**config.mk**
```make
export PLATFORM = sky130hd
export DESIGN_NAME = bus_tenure_ctrl
export DESIGN_NICKNAME = d
export VERILOG_FILES = /design/src/rtl/bus_tenure_pkg.sv /design/src/rtl/arb_in_cond.sv /design/src/rtl/bus_req_gen.sv /design/src/rtl/tenure_fsm.sv /design/src/rtl/bus_tenure_ctrl.sv
export SDC_FILE = /design/constraint.sdc
export NUM_CORES = 1
export LEC_CHECK = 0
export BUFFER_PORTS_ARGS = -buffer_cell sky130_fd_sc_hd__buf_2
export CAP_MARGIN = 20
export CORE_AREA = 4 4 41 43
export CTS_CLUSTER_DIAMETER = 50
export DETAILED_ROUTE_END_ITERATION = 12
export DIE_AREA = 0 0 45 47
export SLEW_MARGIN = 40
export SYNTH_ARGS = -nofsm -noshare
export SYNTH_HDL_FRONTEND = slang
export SYNTH_HIERARCHICAL = 1
export SYNTH_SLANG_ARGS = --single-unit
```
**constraint.sdc**
```tcl
create_clock -name clk -period 1.1 [get_ports clk]
set_input_delay 0.055 -clock clk [delete_from_list [all_inputs] [get_ports clk]]
set_output_delay 0.055 -clock clk [all_outputs]
set_load 0.05 [all_outputs]
```
**src/rtl/bus_tenure_pkg.sv**
```systemverilog
`timescale 1ns/1ps
// Shared types for the external bus tenure controller.
package bus_tenure_pkg;
    // Ownership phase of the external bus.
    typedef enum logic [1:0] {
        TN_SLAVE = 2'd0,   // not driving the busy line
        TN_OWN   = 2'd1,   // driving busy low
        TN_LETGO = 2'd2    // one-clock high drive before tri-state
    } tenure_e;
endpackage

```
**src/rtl/arb_in_cond.sv**
```systemverilog
`timescale 1ns/1ps
// Conditions the grant and busy inputs.
// In direct mode both pass straight through.
// In async mode each goes through a SYNC_STAGES-flop synchronizer, and a
// falling synchronized grant starts a GAP_CYC-clock window in which a new
// grant is ignored.
// Assumes: SYNC_STAGES >= 2, GAP_CYC >= 1, async_en changes only while the bus is idle.
module arb_in_cond #(
    parameter int SYNC_STAGES = 2,
    parameter int GAP_CYC     = 2
) (
    input  logic clk,
    input  logic rst_n,
    input  logic async_en,
    input  logic gnt_i,
    input  logic busy_n_i,
    output logic gnt_eff,
    output logic busy_eff
);
    localparam int CW = $clog2(GAP_CYC + 1);

    logic [SYNC_STAGES-1:0] gnt_ff;
    logic [SYNC_STAGES-1:0] busy_ff;
    logic                   gnt_s;
    logic                   gnt_sd;
    logic                   gnt_fall;
    logic [CW-1:0]          gap_cnt;

    // Synchronizer chains; busy is stored active-high.
    always_ff @(posedge clk) begin
        if (!rst_n) begin
            gnt_ff  <= '0;
            busy_ff <= '0;
        end else begin
            gnt_ff  <= {gnt_ff[SYNC_STAGES-2:0], gnt_i};
            busy_ff <= {busy_ff[SYNC_STAGES-2:0], ~busy_n_i};
        end
    end

    assign gnt_s    = gnt_ff[SYNC_STAGES-1];
    assign gnt_fall = gnt_sd & ~gnt_s;

    // Delayed synchronized grant, used for fall detection.
    always_ff @(posedge clk) begin
        if (!rst_n) gnt_sd <= 1'b0;
        else        gnt_sd <= gnt_s;
    end

    // Re-grant lockout counter, loaded on a synchronized grant fall.
    always_ff @(posedge clk) begin
        if (!rst_n)                     gap_cnt <= '0;
        else if (async_en && gnt_fall)  gap_cnt <= CW'(GAP_CYC);
        else if (gap_cnt != '0)         gap_cnt <= gap_cnt - 1'b1;
    end

    // Select direct or synchronized view of the arbitration wires.
    always_comb begin
        if (async_en) begin
            gnt_eff  = gnt_s && (gap_cnt == '0);
            busy_eff = busy_ff[SYNC_STAGES-1];
        end else begin
            gnt_eff  = gnt_i;
            busy_eff = ~busy_n_i;
        end
    end

    // grant is blocked in the clock after a synchronized fall
    p_regrant_gap_r11: assert property (@(posedge clk) disable iff (!rst_n)
        (async_en && gnt_fall) |=> !gnt_eff);
endmodule

```
**src/rtl/bus_req_gen.sv**
```systemverilog
`timescale 1ns/1ps
// Registers the bus request from pending external accesses and the
// software hold bit.
// In stop or wait mode the request is dropped, unless the hold bit
// keeps the last value.
// Assumes: xfer_pend reflects external-bus accesses only.
module bus_req_gen (
    input  logic clk,
    input  logic rst_n,
    input  logic xfer_pend,
    input  logic hold_req,
    input  logic stop_i,
    input  logic wait_i,
    output logic req_o
);
    logic idle_mode;
    assign idle_mode = stop_i | wait_i;

    // Request register with low-power handling.
    always_ff @(posedge clk) begin
        if (!rst_n)         req_o <= 1'b0;
        else if (idle_mode) req_o <= hold_req ? req_o : 1'b0;
        else                req_o <= xfer_pend | hold_req;
    end

    // hold bit forces the request outside low-power modes
    p_hold_forces_r3: assert property (@(posedge clk) disable iff (!rst_n)
        (hold_req && !idle_mode) |=> req_o);
    // low-power mode without hold drops the request
    p_lowpwr_drop_r4: assert property (@(posedge clk) disable iff (!rst_n)
        (idle_mode && !hold_req) |=> !req_o);
endmodule

```
**src/rtl/tenure_fsm.sv**
```systemverilog
`timescale 1ns/1ps
// Ownership state machine.
// It claims the busy line once the request has a grant and the bus is
// free. It parks while the grant holds. After the grant is removed it
// releases at a cycle boundary, driving busy high for one clock and then
// tri-stating it.
// Assumes: cyc_done is a one-clock strobe at the end of each bus cycle.
module tenure_fsm
    import bus_tenure_pkg::*;
(
    input  logic clk,
    input  logic rst_n,
    input  logic req_i,
    input  logic gnt_eff,
    input  logic busy_eff,
    input  logic xfer_pend,
    input  logic cyc_done,
    output logic busy_n_o,
    output logic busy_n_oe,
    output logic master_o
);
    tenure_e state_q, state_d;

    // Next-state selection.
    always_comb begin
        state_d = state_q;
        unique case (state_q)
            TN_SLAVE: if (req_i && gnt_eff && !busy_eff) state_d = TN_OWN;
            TN_OWN:   if (!gnt_eff && (cyc_done || !xfer_pend)) state_d = TN_LETGO;
            TN_LETGO: state_d = TN_SLAVE;
            default:  state_d = TN_SLAVE;
        endcase
    end

    // State register.
    always_ff @(posedge clk) begin
        if (!rst_n) state_q <= TN_SLAVE;
        else        state_q <= state_d;
    end

    // Master flag lags the busy drive by one clock at both ends.
    always_ff @(posedge clk) begin
        if (!rst_n) master_o <= 1'b0;
        else        master_o <= (state_q == TN_OWN);
    end

    // Busy pin drive: low while owning, high for the release clock.
    assign busy_n_oe = (state_q != TN_SLAVE);
    assign busy_n_o  = (state_q == TN_LETGO);

    // never claim while the busy line is held by another master
    p_no_claim_busy_r5: assert property (@(posedge clk) disable iff (!rst_n)
        (state_q == TN_SLAVE && busy_eff) |=> (state_q != TN_OWN));
    // parked ownership holds while the grant stays
    p_park_hold_r6: assert property (@(posedge clk) disable iff (!rst_n)
        (state_q == TN_OWN && gnt_eff) |=> (state_q == TN_OWN));
    // no release in the middle of a running cycle
    p_cycle_bound_r7: assert property (@(posedge clk) disable iff (!rst_n)
        (state_q == TN_OWN && xfer_pend && !cyc_done) |=> (state_q == TN_OWN));
    // the high drive lasts exactly one clock
    p_pullup_once_r8: assert property (@(posedge clk) disable iff (!rst_n)
        (busy_n_oe && busy_n_o) |=> !busy_n_oe);
    // master status implies the block is driving the busy line
    p_status_drive_r9: assert property (@(posedge clk) disable iff (!rst_n)
        master_o |-> busy_n_oe);
endmodule

```
**src/rtl/bus_tenure_ctrl.sv**
```systemverilog
`timescale 1ns/1ps
// Top of the external bus tenure controller.
// It joins input conditioning, request generation and the ownership
// state machine. The busy line is split into a value, an enable and a sample.
// Assumes: the board has an external pull-up on the busy line.
module bus_tenure_ctrl #(
    parameter int SYNC_STAGES = 2,
    parameter int GAP_CYC     = 2
) (
    input  logic clk,
    input  logic rst_n,
    input  logic xfer_pend,
    input  logic cyc_done,
    input  logic hold_req,
    input  logic async_arb,
    input  logic stop_i,
    input  logic wait_i,
    input  logic gnt_i,
    input  logic busy_n_i,
    output logic req_o,
    output logic busy_n_o,
    output logic busy_n_oe,
    output logic master_o
);
    logic gnt_eff;
    logic busy_eff;

    arb_in_cond #(.SYNC_STAGES(SYNC_STAGES), .GAP_CYC(GAP_CYC)) u_cond (
        .clk      (clk),
        .rst_n    (rst_n),
        .async_en (async_arb),
        .gnt_i    (gnt_i),
        .busy_n_i (busy_n_i),
        .gnt_eff  (gnt_eff),
        .busy_eff (busy_eff)
    );

    bus_req_gen u_req (
        .clk       (clk),
        .rst_n     (rst_n),
        .xfer_pend (xfer_pend),
        .hold_req  (hold_req),
        .stop_i    (stop_i),
        .wait_i    (wait_i),
        .req_o     (req_o)
    );

    tenure_fsm u_fsm (
        .clk       (clk),
        .rst_n     (rst_n),
        .req_i     (req_o),
        .gnt_eff   (gnt_eff),
        .busy_eff  (busy_eff),
        .xfer_pend (xfer_pend),
        .cyc_done  (cyc_done),
        .busy_n_o  (busy_n_o),
        .busy_n_oe (busy_n_oe),
        .master_o  (master_o)
    );

    // reset leaves the block a non-requesting slave
    p_reset_slave_r1: assert property (@(posedge clk)
        !rst_n |=> (!req_o && !master_o && !busy_n_oe));
endmodule

```
Word level (Yosys, flattened, before mapping)
Index checks and enable logic that the tools add are counted.
{"block": "totals", "ff_bits": 11, "latch_bits": 0, "ramBits": 0, "mem_bits_ro": 0, "inputBits": 10, "output_inout_bits": 4, "n_memories": 0}
{"block": "classes", "n_addsub": 1, "multipliers": 0, "div_mod_pow": 0, "magnitude_cmp": 0, "n_eq_ne": 5, "shift": 0, "mux": 9, "bitwise": 6, "reduce_logical": 16}
{"operator": "$mux W2", "count": 4}
{"operator": "$reduce_bool A2 Y1", "count": 3}
{"operator": "$logic_and A1 B1 Y1", "count": 5}
{"operator": "$logic_not A2 Y1", "count": 2}
{"operator": "$mux W1", "count": 4}
{"operator": "$ne A2 B1 Y1 const B", "count": 2}
{"operator": "$pmux W2 S2", "count": 1}
{"operator": "$logic_not A1 Y1", "count": 3}
{"operator": "$not A1 Y1", "count": 3}
{"operator": "$eq A2 B1 Y1 const B", "count": 1}
{"operator": "$eq A2 B2 Y1 const B", "count": 1}
{"operator": "$ne A2 B2 Y1 const B", "count": 1}
{"operator": "$or A1 B1 Y1", "count": 2}
{"operator": "$reduce_and A2 Y1", "count": 1}
{"operator": "$reduce_or A2 Y1", "count": 1}
{"operator": "$sub A2 B1 Y2 const B", "count": 1}
{"operator": "$and A1 B1 Y1", "count": 1}
{"operator": "$logic_or A1 B1 Y1", "count": 1}

Logic depth before layout (Yosys ltp)
{"block": "depth", "ltp_word": 7, "ltp_mapped": 4, "depth_no_buf": 4}

Modules after synthesis
Netlist, hierarchy kept.
{"module": "arb_in_cond", "instances": 1, "cells_each": 22, "area_each_um2": 232.7}
{"module": "tenure_fsm", "instances": 1, "cells_each": 11, "area_each_um2": 126.4}
{"module": "bus_req_gen", "instances": 1, "cells_each": 5, "area_each_um2": 40.0}

Least setup slack after synthesis
Ideal clock, no wire load.
{"block": "synth_timing", "path_type": "register to register", "start": "register u_cond.gnt_ff[1]", "end": "register u_fsm.state_q[0]", "setup_ns": 0.061, "arrival_ns": 1.051, "setup_slack_ns": -0.012, "stages_incl_launch_ff": 5, "path_cell_list": "dfxtp_1 -> nand2_1 -> o32ai_1 -> and3b_1 -> o221a_1"}
{"block": "synth_between", "elab_chain_cells": 6, "word_cells_on_any_way": 9, "cone_classes": "eq/ne: 2; mux: 1; reduce/logical: 6"}
{"item": "start, declared", "line_no": "arb_in_cond.sv:22", "rtl": "logic [SYNC_STAGES-1:0] gnt_ff;"}
{"item": "start signal, assigned", "line_no": "arb_in_cond.sv:35", "rtl": "gnt_ff <= {gnt_ff[SYNC_STAGES-2:0], gnt_i};"}
{"item": "$logic_and A1 B1 Y1 *", "line_no": "arb_in_cond.sv:59", "rtl": "gnt_eff = gnt_s && (gap_cnt == '0);"}
{"item": "$mux W1 *", "line_no": "arb_in_cond.sv:58", "rtl": "if (async_en) begin"}
{"item": "named net gnt_eff", "line_no": "bus_tenure_ctrl.sv:25", "rtl": "logic gnt_eff;"}
{"item": "$logic_not A1 Y1 or $logic_and A1 B1 Y1 (tied branches)", "line_no": "tenure_fsm.sv:29, tenure_fsm.sv:28"}
{"item": "$logic_and A1 B1 Y1 (on tied branches)", "line_no": "tenure_fsm.sv:29, tenure_fsm.sv:28"}
{"item": "$ne A2 B1 Y1 (no line)"}
{"item": "$reduce_and A2 Y1 (no line) *"}
{"item": "end signal, assigned", "line_no": "tenure_fsm.sv:38", "rtl": "else state_q <= state_d;"}
{"item": "end, declared", "line_no": "tenure_fsm.sv:22", "rtl": "tenure_e state_q, state_d;"}
Mark *: on every way through the listed nets, which the timed path passes. The rest lies on a longest branch.
A chain may end at the register's enable or synchronous reset.

Worst setup path after layout
Ends and elaborated chain as after synthesis.

==> run metrics <==
share of layout cells above drive strength 1 47.5%; I/O Buffers 13; Setup crit start kind flip-flop; via count 324; pin count of the biggest net entering global routing 11; internal power 0.585 mW; Worst Hold Class input port to flip-flop; CTS H-tree lvls 1; GRT Util Overall 8.80%; DRT iter0 DRCs 9; maximum clock rate 0.928 GHz; CTS tree done; Clock Power Share 35.2%; final critical-path share of the clock period 98.0%; first-pass GRT wire length between 1 and 1.5 mm; CP Launch Point u_cond/gnt_ff[1]; YS warnings 6; Clock Path Buffers 2; CTS Root Cell clkbuf_4; final setup vio count 0; slew at the pin closest to its max-slew limit 248 ps; critical path capture point type flip-flop; num rows 13; Design Area, Final between 500 and 600 µm²; Post-Synthesis Cell Area 399 µm²; Diodes inserted 0; WL/cell 10.3 µm; Post-Route Skew 0.922 ps; Arrival @ worst endpoint 1280 ps; total global routing overflow 0; vias in the first global route 314; clock slew at reported path FFs approximately 70 ps; Net Sw Frac 21.8%; TritonCTS buffer count 3; Crit Path Max Fanout 3; worst path cell trace nand2_2, o32ai_4, and3b_1, o221a_1; critical path class flip-flop to flip-flop; Comb pwr share around a tenth; clock latency at the later pin of the worst-skew pair 260 ps; Sink Count 11; gpl congestion 0.638; Slowest cell on crit path dfxtp_2; post-synth cell types 16; worst path bufs/invs 0; Slew Viols, Final 0; Req. time, crit path 1300 ps; post-layout minimum cycle time 1080 ps; post-synthesis net count 48; max incr delay on CP 340 ps; number of synthesized register bits 11; Slew headroom 83.6%; Routed Antenna Nets 0; Vias/cell about 4.4; Post-Synthesis Cells 38; die width 45 µm; area grow syn2layout 45.8%; P_leak 0.275 nW; Initial Util 30.7%; Max Cap Viol 0; Psw ~0.16 mW; commonest non-fill, non-tap cells in the layout buf_2 (12), dfxtp_1 (8), and2_1 (5); I/O Pins 14; Net count, final 70; Crit path max-delay family compound AO/OA/AOI/OAI gates; WL final 765 µm; final hold violations 0; power density cells 1290 mW/mm²; initial antenna violation count 0; worst-case vdd ir drop a little over 0.8 mV; CORE AREA 0.00130 mm²; DP Area 500 µm²; post-layout worst setup margin 22.1 ps; worst hold path startpoint gnt_i; sequential cell area fraction in the yosys report 55.2%; drt pass-1 iters 2; drt drc 0; die height 47 µm; syn_area_per_cell 10.5 µm²; status finished clean; worst r2r src u_cond/gnt_ff[1]; die area 0.00212 mm²; pre-CTS WS 91.3 ps; commonest non-fill, non-tap cell in the layout buf_2; RSZ-0062 raised after global routing yes; Reg power frac 55.3%
-- worst reg2reg max path, delay by kind of cell (launching register included) --
kind	cells	cell delay, ps
DFF	1	340
AOI/OAI and AO/OA	2	430
and+or+nand+nor	2	250
-- cells by family (layout without fill, tap and decap cells) --
kind of cell,after synthesis,count (layout),synth area share (%)
flops,11,11,55.2
buf+inv,1,22,0.940
compound gates,6,6,11.3
simple gates,20,20,32.6
-- cell type report --
| class | instances | area [µm²] |
|---|---|---|
| clock buffers | 4 | 26.3 |
| fillers | 139 | 719 |
| inverters | 1 | 3.75 |
| multi-input cells | 26 | 201 |
| flip-flops and latches | 11 | 224 |
| well taps | 15 | 18.8 |
| repair buffers | 17 | 108 |
-- flip-flops by register name, indices dropped and copies added (netlist names) --
name / cells
u_cond/busy_ff: 2
u_fsm/state_q: 2
u_cond/gnt_sd: 1
u_req/req_o: 1
u_cond/gap_cnt: 2
u_fsm/master_o: 1
u_cond/gnt_ff: 2
-- power groups by stage --
stage | clock network [mW] | logic [mW] | registers (mW)
after global placement | 0 | 0.0609 | 0.422
after global routing | 0.303 | 0.0791 | 0.415
after floorplan | 0 | 0.0237 | 0.428
after detailed placement | 0 | 0.0616 | 0.423
after CTS | 0.280 | 0.0671 | 0.413
final | 0.264 | 0.0714 | 0.414
-- path summary, 6_finish.rpt --
| path | to | slack [ps] | cells past startpoint |
|---|---|---|---|
| hold reg to reg | u_cond/gnt_ff[1] | 440 | 1 |
| hold / removal | u_cond/gnt_ff[0] | 20 | 2 |
| setup / recovery | u_fsm/state_q[0] | 20 | 4 |
| setup reg to reg | u_fsm/state_q[0] | 20 | 4 |
-- synthesized netlist by cell type --
master | count | area, µm²
o21a_1 | 1 | 7.51
or2_2 | 1 | 6.26
inv_1 | 1 | 3.75
nor2b_1 | 4 | 25.0
nor3b_2 | 1 | 12.5
nor2_1 | 1 | 3.75
dfxtp_1 | 11 | 220
and2_1 | 5 | 31.3
nand2_1 | 4 | 15.0
o21ai_0 | 1 | 5.00
nor3_2 | 1 | 10.0
a21boi_1 | 1 | 7.51
o32ai_1 | 1 | 8.76
o21ai_1 | 1 | 5.00
o221a_1 | 1 | 11.3
and3b_1 | 3 | 26.3
-- per-layer routing --
| metal | up-vias | global-route usage, % | share of wire [%] |
|---|---|---|---|
| met5 | - | 0 | 0 |
| met4 | 0 | 5.26 | 0 |
| met3 | 0 | 4.98 | 10 |
| met2 | 13 | 13.3 | 47 |
| met1 | 140 | 9.66 | 43 |
| li1 | 171 | - | - |
-- stage by stage --
| step | power [mW] | hold slack (ps) | instances | setup TNS, ps | utilization (%) |
|---|---|---|---|---|---|
| 3_5_place_dp | 0.484 | 237 | 67 | 0 | 38.5 |
| 6_report | 0.749 | 19.7 | 74 | 0 | 44.7 |
| 2_1_floorplan | 0.452 | 127 | 38 | 0 | - |
| 4_1_cts | 0.760 | 10.1 | 74 | 0 | 43.6 |
| 5_1_grt | 0.797 | 33.9 | 74 | -41.2 | 44.7 |
| 3_3_place_gp | 0.483 | 231 | 67 | 0 | 38.5 |
-- what timing repair did --
item	in CTS	in global routing
pin swaps	0	2
gates cloned	0	0
resized for setup	6	3
buffers inserted	2	0
hold buffers	1	0
endpoints found under the setup margin	1	1
endpoints found under the hold margin	1	0
Note: power is estimated with default switching activity, not from simulation.
